File: config.mk
export PLATFORM = sky130hd
export DESIGN_NAME = lockperm_unit
export DESIGN_NICKNAME = d
export VERILOG_FILES = /design/src/rtl/lockperm_pkg.sv /design/src/rtl/lp_lock_store.sv /design/src/rtl/lp_perm_eval.sv /design/src/rtl/lp_rsp_stage.sv /design/src/rtl/lockperm_unit.sv
export SDC_FILE = /design/constraint.sdc
export NUM_CORES = 1
export LEC_CHECK = 0
export CORE_ASPECT_RATIO = 0.9
export CORE_MARGIN = 4
export CORE_UTILIZATION = 35
export DETAILED_ROUTE_END_ITERATION = 10
export PLACE_DENSITY = 0.53
export SYNTH_ARGS = -nofsm -noshare
export SYNTH_HDL_FRONTEND = slang
export SYNTH_SLANG_ARGS = --single-unit
File: constraint.sdc
create_clock -name clk -period 2.2 [get_ports clk]
set_input_delay 0.44 -clock clk [delete_from_list [all_inputs] [get_ports clk]]
set_output_delay 0.44 -clock clk [all_outputs]
set_load 0.02 [all_outputs]
File: src/rtl/lockperm_pkg.sv
package lockperm_pkg;

    typedef enum logic [2:0] {
        OP_ERASE  = 3'd0,
        OP_PROG   = 3'd1,
        OP_SETBLK = 3'd2,
        OP_SETMST = 3'd3,
        OP_CLRALL = 3'd4
    } lp_op_e;

    typedef enum logic [1:0] {
        UPD_NONE   = 2'd0,
        UPD_SETBLK = 2'd1,
        UPD_SETMST = 2'd2,
        UPD_CLRALL = 2'd3
    } lp_upd_e;

    typedef struct packed {
        logic valid;
        logic grant;
        logic err_array;
        logic err_lock;
    } lp_rsp_t;

    // Permission verdict for one request against the current flags.
    function automatic lp_rsp_t lp_judge(input logic [2:0] op,
                                         input logic       blk_locked,
                                         input logic       master_set,
                                         input logic       hv);
        lp_rsp_t r;
        r       = '0;
        r.valid = 1'b1;
        case (op)
            OP_ERASE, OP_PROG: begin
                if (blk_locked && !hv) r.err_array = 1'b1;
                else                   r.grant     = 1'b1;
            end
            OP_SETBLK, OP_CLRALL: begin
                if (master_set && !hv) r.err_lock = 1'b1;
                else                   r.grant    = 1'b1;
            end
            OP_SETMST: begin
                if (hv) r.grant    = 1'b1;
                else    r.err_lock = 1'b1;
            end
            default: ;
        endcase
        return r;
    endfunction

    // Which flag update a granted request would later commit.
    function automatic lp_upd_e lp_upd_of(input logic [2:0] op);
        case (op)
            OP_SETBLK: return UPD_SETBLK;
            OP_SETMST: return UPD_SETMST;
            OP_CLRALL: return UPD_CLRALL;
            default:   return UPD_NONE;
        endcase
    endfunction

endpackage

File: src/rtl/lp_lock_store.sv
module lp_lock_store
    import lockperm_pkg::*;
#(
    parameter int NUM_BLOCKS = 32,
    parameter int IDXW       = $clog2(NUM_BLOCKS)
) (
    input  logic                  clk,
    input  logic                  rst,
    input  logic                  commit,
    input  lp_upd_e               commit_kind,
    input  logic [IDXW-1:0]       commit_blk,
    output logic [NUM_BLOCKS-1:0] blk_lock,
    output logic                  master_lock
);

    for (genvar i = 0; i < NUM_BLOCKS; i++) begin : g_flag
        always_ff @(posedge clk) begin
            if (rst)
                blk_lock[i] <= 1'b0;
            else if (commit && commit_kind == UPD_CLRALL)
                blk_lock[i] <= 1'b0;
            else if (commit && commit_kind == UPD_SETBLK && commit_blk == IDXW'(i))
                blk_lock[i] <= 1'b1;
        end
    end

    always_ff @(posedge clk) begin
        if (rst)
            master_lock <= 1'b0;
        else if (commit && commit_kind == UPD_SETMST)
            master_lock <= 1'b1;
    end

    // flags hold still unless an update is committed
    a_r8_hold_without_commit: assert property (@(posedge clk) disable iff (rst)
        !commit |=> $stable({master_lock, blk_lock}));

    // clear-all empties every block flag, master untouched
    a_r6_clear_all: assert property (@(posedge clk) disable iff (rst)
        (commit && commit_kind == UPD_CLRALL) |=> (blk_lock == '0 && $stable(master_lock)));

    // set-block-lock raises at most one flag
    a_r12_single_block: assert property (@(posedge clk) disable iff (rst)
        (commit && commit_kind == UPD_SETBLK) |=>
            ($countones(blk_lock & ~$past(blk_lock)) <= 1));

endmodule

File: src/rtl/lp_perm_eval.sv
module lp_perm_eval
    import lockperm_pkg::*;
#(
    parameter int NUM_BLOCKS = 32,
    parameter int IDXW       = $clog2(NUM_BLOCKS)
) (
    input  logic [2:0]            op,
    input  logic [IDXW-1:0]       blk,
    input  logic                  hv,
    input  logic [NUM_BLOCKS-1:0] blk_lock,
    input  logic                  master_lock,
    output lp_rsp_t               verdict,
    output lp_upd_e               upd_kind
);

    logic target_locked;

    always_comb begin
        target_locked = blk_lock[blk];
        verdict       = lp_judge(op, target_locked, master_lock, hv);
        upd_kind      = lp_upd_of(op);
    end

    // a verdict never both grants and refuses
    always_comb begin
        a_r7_verdict_exclusive: assert ($countones({verdict.grant, verdict.err_array,
                                                    verdict.err_lock}) <= 1);
    end

endmodule

File: src/rtl/lp_rsp_stage.sv
module lp_rsp_stage
    import lockperm_pkg::*;
#(
    parameter int IDXW = 5
) (
    input  logic            clk,
    input  logic            rst,
    input  logic            pwrdn,
    input  logic            req_valid,
    input  logic [IDXW-1:0] req_blk,
    input  lp_rsp_t         verdict,
    input  lp_upd_e         upd_kind,
    input  logic            op_done,
    output lp_rsp_t         rsp,
    output logic            commit,
    output lp_upd_e         commit_kind,
    output logic [IDXW-1:0] commit_blk
);

    lp_upd_e         pend_kind;
    logic [IDXW-1:0] pend_blk;

    always_ff @(posedge clk) begin
        if (rst || pwrdn) begin
            rsp       <= '0;
            pend_kind <= UPD_NONE;
            pend_blk  <= '0;
        end else begin
            rsp.valid     <= req_valid & verdict.valid;
            rsp.grant     <= req_valid & verdict.grant;
            rsp.err_array <= req_valid & verdict.err_array;
            rsp.err_lock  <= req_valid & verdict.err_lock;
            if (req_valid) begin
                pend_kind <= verdict.grant ? upd_kind : UPD_NONE;
                pend_blk  <= req_blk;
            end else if (op_done) begin
                pend_kind <= UPD_NONE;
            end
        end
    end

    always_comb begin
        commit      = op_done && !rst && !pwrdn && (pend_kind != UPD_NONE);
        commit_kind = pend_kind;
        commit_blk  = pend_blk;
    end

    // no response follows a power-down cycle
    a_r10_pwrdn_silent: assert property (@(posedge clk) disable iff (rst)
        pwrdn |=> !rsp.valid);

    // response lasts a single cycle when no new request follows
    a_r7_single_cycle: assert property (@(posedge clk) disable iff (rst)
        (rsp.valid && !req_valid) |=> !rsp.valid);

    // outcomes only ride on a valid response
    a_r7_outcome_needs_valid: assert property (@(posedge clk) disable iff (rst)
        (rsp.grant || rsp.err_array || rsp.err_lock) |-> rsp.valid);

endmodule

File: src/rtl/lockperm_unit.sv
module lockperm_unit
    import lockperm_pkg::*;
#(
    parameter int  NUM_BLOCKS = 32,
    localparam int IDXW       = $clog2(NUM_BLOCKS)
) (
    input  logic            clk,
    input  logic            rst,
    input  logic            pwrdn,
    input  logic            req_valid,
    input  logic [2:0]      req_op,
    input  logic [IDXW-1:0] req_blk,
    input  logic            req_hv,
    input  logic            op_done,
    output logic            rsp_valid,
    output logic            rsp_grant,
    output logic            rsp_err_array,
    output logic            rsp_err_lock
);

    logic [NUM_BLOCKS-1:0] blk_lock;
    logic                  master_lock;
    lp_rsp_t               verdict;
    lp_upd_e               upd_kind;
    lp_rsp_t               rsp;
    logic                  commit;
    lp_upd_e               commit_kind;
    logic [IDXW-1:0]       commit_blk;

    lp_lock_store #(.NUM_BLOCKS(NUM_BLOCKS), .IDXW(IDXW)) u_store (
        .clk        (clk),
        .rst        (rst),
        .commit     (commit),
        .commit_kind(commit_kind),
        .commit_blk (commit_blk),
        .blk_lock   (blk_lock),
        .master_lock(master_lock)
    );

    lp_perm_eval #(.NUM_BLOCKS(NUM_BLOCKS), .IDXW(IDXW)) u_eval (
        .op         (req_op),
        .blk        (req_blk),
        .hv         (req_hv),
        .blk_lock   (blk_lock),
        .master_lock(master_lock),
        .verdict    (verdict),
        .upd_kind   (upd_kind)
    );

    lp_rsp_stage #(.IDXW(IDXW)) u_rsp (
        .clk        (clk),
        .rst        (rst),
        .pwrdn      (pwrdn),
        .req_valid  (req_valid),
        .req_blk    (req_blk),
        .verdict    (verdict),
        .upd_kind   (upd_kind),
        .op_done    (op_done),
        .rsp        (rsp),
        .commit     (commit),
        .commit_kind(commit_kind),
        .commit_blk (commit_blk)
    );

    assign rsp_valid     = rsp.valid;
    assign rsp_grant     = rsp.grant;
    assign rsp_err_array = rsp.err_array;
    assign rsp_err_lock  = rsp.err_lock;

    // locked block, no override -> array error next cycle
    a_r2_locked_refused: assert property (@(posedge clk) disable iff (rst)
        (req_valid && !pwrdn && (req_op == 3'd0 || req_op == 3'd1) &&
         blk_lock[req_blk] && !req_hv) |=> (rsp_valid && rsp_err_array && !rsp_grant));

    // override always admits erase and program
    a_r3_override_grants: assert property (@(posedge clk) disable iff (rst)
        (req_valid && !pwrdn && (req_op == 3'd0 || req_op == 3'd1) && req_hv)
            |=> (rsp_valid && rsp_grant));

    // master lock needs the override
    a_r5_master_needs_hv: assert property (@(posedge clk) disable iff (rst)
        (req_valid && !pwrdn && req_op == 3'd3 && !req_hv)
            |=> (rsp_err_lock && !rsp_grant));

    // master set gates lock configuration
    a_r4_master_gates: assert property (@(posedge clk) disable iff (rst)
        (req_valid && !pwrdn && (req_op == 3'd2 || req_op == 3'd4) &&
         master_lock && !req_hv) |=> (rsp_err_lock && !rsp_grant));

    // flags survive power-down
    a_r10_flags_kept: assert property (@(posedge clk) disable iff (rst)
        pwrdn |=> $stable({master_lock, blk_lock}));

endmodule

==> flow_metrics.env <==
export IMPL_status="finished clean"
export IMPL_cts_sink_count=44
export IMPL_fmax_mhz=507
export IMPL_design_portCount=18
export IMPL_setup_violations_final=0
export IMPL_gp_routability_congestion=0.766
export IMPL_synth_edf_count=0
export IMPL_fraction_of_the_cycle_the_final_worst_path_needs=0.897
export IMPL_number_of_port_buffers=17
export IMPL_worst_hold_path_type="reg2reg"
export IMPL_clock_tree_root_cell="clkbuf_8"
export IMPL_cts_path_max_buffers=2
export IMPL_synth_cell_types=36
export IMPL_slew_viol_final=0
export IMPL_cts_hold_buffers=0
export IMPL_place_hpwl_um=3150
export IMPL_worst_ep_required_time_ns=2.44
export IMPL_synth_ff_latch_count=44
export IMPL_post_drt_via_cell_ratio=5.17
export IMPL_rows=25
export IMPL_fp_dieH_um=78.3
export IMPL_timing_critical_path_to_type="flip-flop"
export IMPL_number_of_antenna_violations_at_the_first_check_in_global_routing=0
export IMPL_grt_pass1_vias=1478
export IMPL_cts_htree_levels=2
export IMPL_drt_iter0_drc=119
export IMPL_detail_route_antenna_nets=0
export IMPL_vdd_ir_drop_worst_v=0.000325
export IMPL_crit_family="buffers and inverters"
export IMPL_final_cells=297
export IMPL_critical_path_cell_chain="clkdlybuf4s50_1, buf_12, mux2i_1, mux4_2, a221oi_1, and4_1"
export IMPL_synth_seq_area_share=0.458
export IMPL_worstMarginPinSlew_ns=0.471
export IMPL_die_w_um=86.1
export IMPL_start_util=0.364
export IMPL_skew_final_ns=0.00352
export IMPL_cts_tree="yes"
export IMPL_global_route_usage_met3=0.0399
export IMPL_critical_path_max_stage_delay_ns=0.50
export IMPL_ys_flop_type="dfxtp_1"
export IMPL_worst_path_buf_inv=2
export IMPL_global_route_track_usage_on_met1=0.215
export IMPL_grt_pass1_wl_um=7580
export IMPL_final_period_minus_worst_setup_slack_ns=1.97
export IMPL_synth_top_cells_by_count="44 x dfxtp_1, 43 x nor2_1, 25 x a21oi_1"
export IMPL_synth_most_common_cell="dfxtp_1"
export IMPL_synthDominantAreaCellType="dfxtp_1"
export IMPL_top_usage_layer="met1"
export IMPL_numPlacedInstances=290
export IMPL_finalHoldViolations=0
export IMPL_grt_start_max_net_pins=33
export IMPL_wl_per_cell_um=15.0
export IMPL_insertion_delay_ns=0.29
export IMPL_number_of_violations_of_the_max_capacitance_limit=0
export IMPL_cp_data_arrival_time_ns=2.21
export IMPL_power_static_leakage_nw=0.881
export IMPL_route_vias_total=1536
export IMPL_cts_buffers_inserted=5
export IMPL_design_final_nets=244
export IMPL_core_area_um2=5290
export IMPL_post_cts_resize_count=0
export IMPL_postSynthCellCount=203
export IMPL_grt_setup_unrepaired="no"
export IMPL_grtUsageTotal=0.146
export IMPL_synth_warnings=0
export IMPL_synth_net_count=217
export IMPL_slew_limit_headroom=0.685
export IMPL_detail_route_drc_violations=0
export IMPL_detailedRoute_firstPassIterationCount=4
export IMPL_diodes=0
export IMPL_synth_area_leaders="dfxtp_1 46%, mux2i_1 9.4%, nor2_1 8.4%"
export IMPL_finalInstanceArea_um2=2340
export IMPL_placed_cell_area_um2=2260
export IMPL_async_s_r_ff_share_synth=0
export IMPL_totalWireLength_um=4450
export IMPL_cts_setup_buffers=0
export IMPL_met2_usage=0.206
export IMPL_clkTransAtPathRegs_ns=0.08
export IMPL_floorplan_die_area_um2=6740
export IMPL_critPathLaunchType="input port"
export IMPL_synth_area_um2=1920
export IMPL_areaGrowthSynthToFinish_pct=21.7
export IMPL_timing_worst_setup_path_type="in2reg"
export IMPL_synth_top_cell_area_share=0.458
export IMPL_avgSynthCellArea_um2=9.47
export IMPL_power_density_nw_per_um2=607
export IMPL_crit_path_top_delay_cell="clkdlybuf4s50_1"
export IMPL_overflow=0
export IMPL_drive_above_1_share=0.139
export IMPL_crit_fanout=10
[state kept, by name (all words and copies together) (netlist names)]
| signal | cells |
|---|---|
| u_store.blk_lock | 32 |
| u_rsp.commit_blk | 5 |
| u_rsp.rsp | 4 |
| u_rsp.commit_kind | 2 |
| u_store.master_lock | 1 |
[final timing paths]
| path | start | to | slack, ns | cells past startpoint |
|---|---|---|---|---|
| worst min register to register | u_store.blk_lock[10] | u_store.blk_lock[10] | 0.47 | 2 |
| worst min-delay path | u_store.blk_lock[10] | u_store.blk_lock[10] | 0.47 | 2 |
| worst max-delay path | req_blk[1] | u_rsp.rsp[1] | 0.23 | 6 |
| worst max register to register | u_rsp.commit_blk[2] | u_store.blk_lock[23] | 0.56 | 4 |
[area by class of cell]
class	instances	area, um2
well taps	67	83.8
clock buffers	6	72.6
inverters	5	18.8
multi-input cells	140	943
fillers	530	2950
repair buffers	34	335
clock inverters	1	5.00
flip-flops and latches	44	881
[per-layer routing]
| layer | routed length (um) | part of all wire |
|---|---|---|
| met2 | 1770 | 0.40 |
| met1 | 2350 | 0.53 |
| met5 | 0 | 0 |
| met3 | 272 | 0.061 |
| met4 | 53 | 0.012 |
[cells by family after synthesis]
kind of cell           share of synthesized area
AO/OA/AOI/OAI                              0.143
flip-flops                                 0.458
AND/OR/NAND/NOR                            0.189
multiplexers                               0.154
XOR/XNOR                                 0.00456
buffers and inverters                     0.0508
[power by group]
| group | total, mW | switching [mW] | internal (mW) |
|---|---|---|---|
| logic | 0.135 | 0.0661 | 0.0690 |
| registers | 0.809 | 0.00868 | 0.801 |
| clock network | 0.477 | 0.260 | 0.216 |
| total | 1.42 | 0.335 | 1.09 |
[cells in the final DEF (no fill, tap or decap), types with 4 or more instances in the layout]
cell,synthesis,final
a31oi_1,8,8
clkdlybuf4s50_1,0,17
clkbuf_8,0,5
nor2_1,43,43
mux2i_1,18,18
nor2b_1,7,7
nand2_1,6,6
mux4_2,4,4
dfxtp_1,44,44
inv_1,5,5
buf_4,0,14
a21oi_1,25,25
[metrics by stage]
step | worst slack [ns] | utilization | hold WS (ns) | TNS [ns] | total power, mW
floorplan | 0.448 | - | 0.428 | 0 | 0.897
detailed placement | -0.0706 | 0.428 | 0.448 | -0.133 | 0.963
global placement | -0.0553 | 0.428 | 0.440 | -0.106 | 0.964
global route | 0.132 | 0.443 | 0.506 | 0 | 1.49
finish | 0.227 | 0.443 | 0.468 | 0 | 1.42
CTS | 0.245 | 0.443 | 0.469 | 0 | 1.45
[worst reg2reg max path: stages, from the launching register on]
cell,delay [ns]
dfxtp_1,0.49
nor2b_1,0.40
nor4b_2,0.46
a31oi_1,0.14
nor2_1,0.09
No activity file was read; power rests on OpenSTA's default activity.
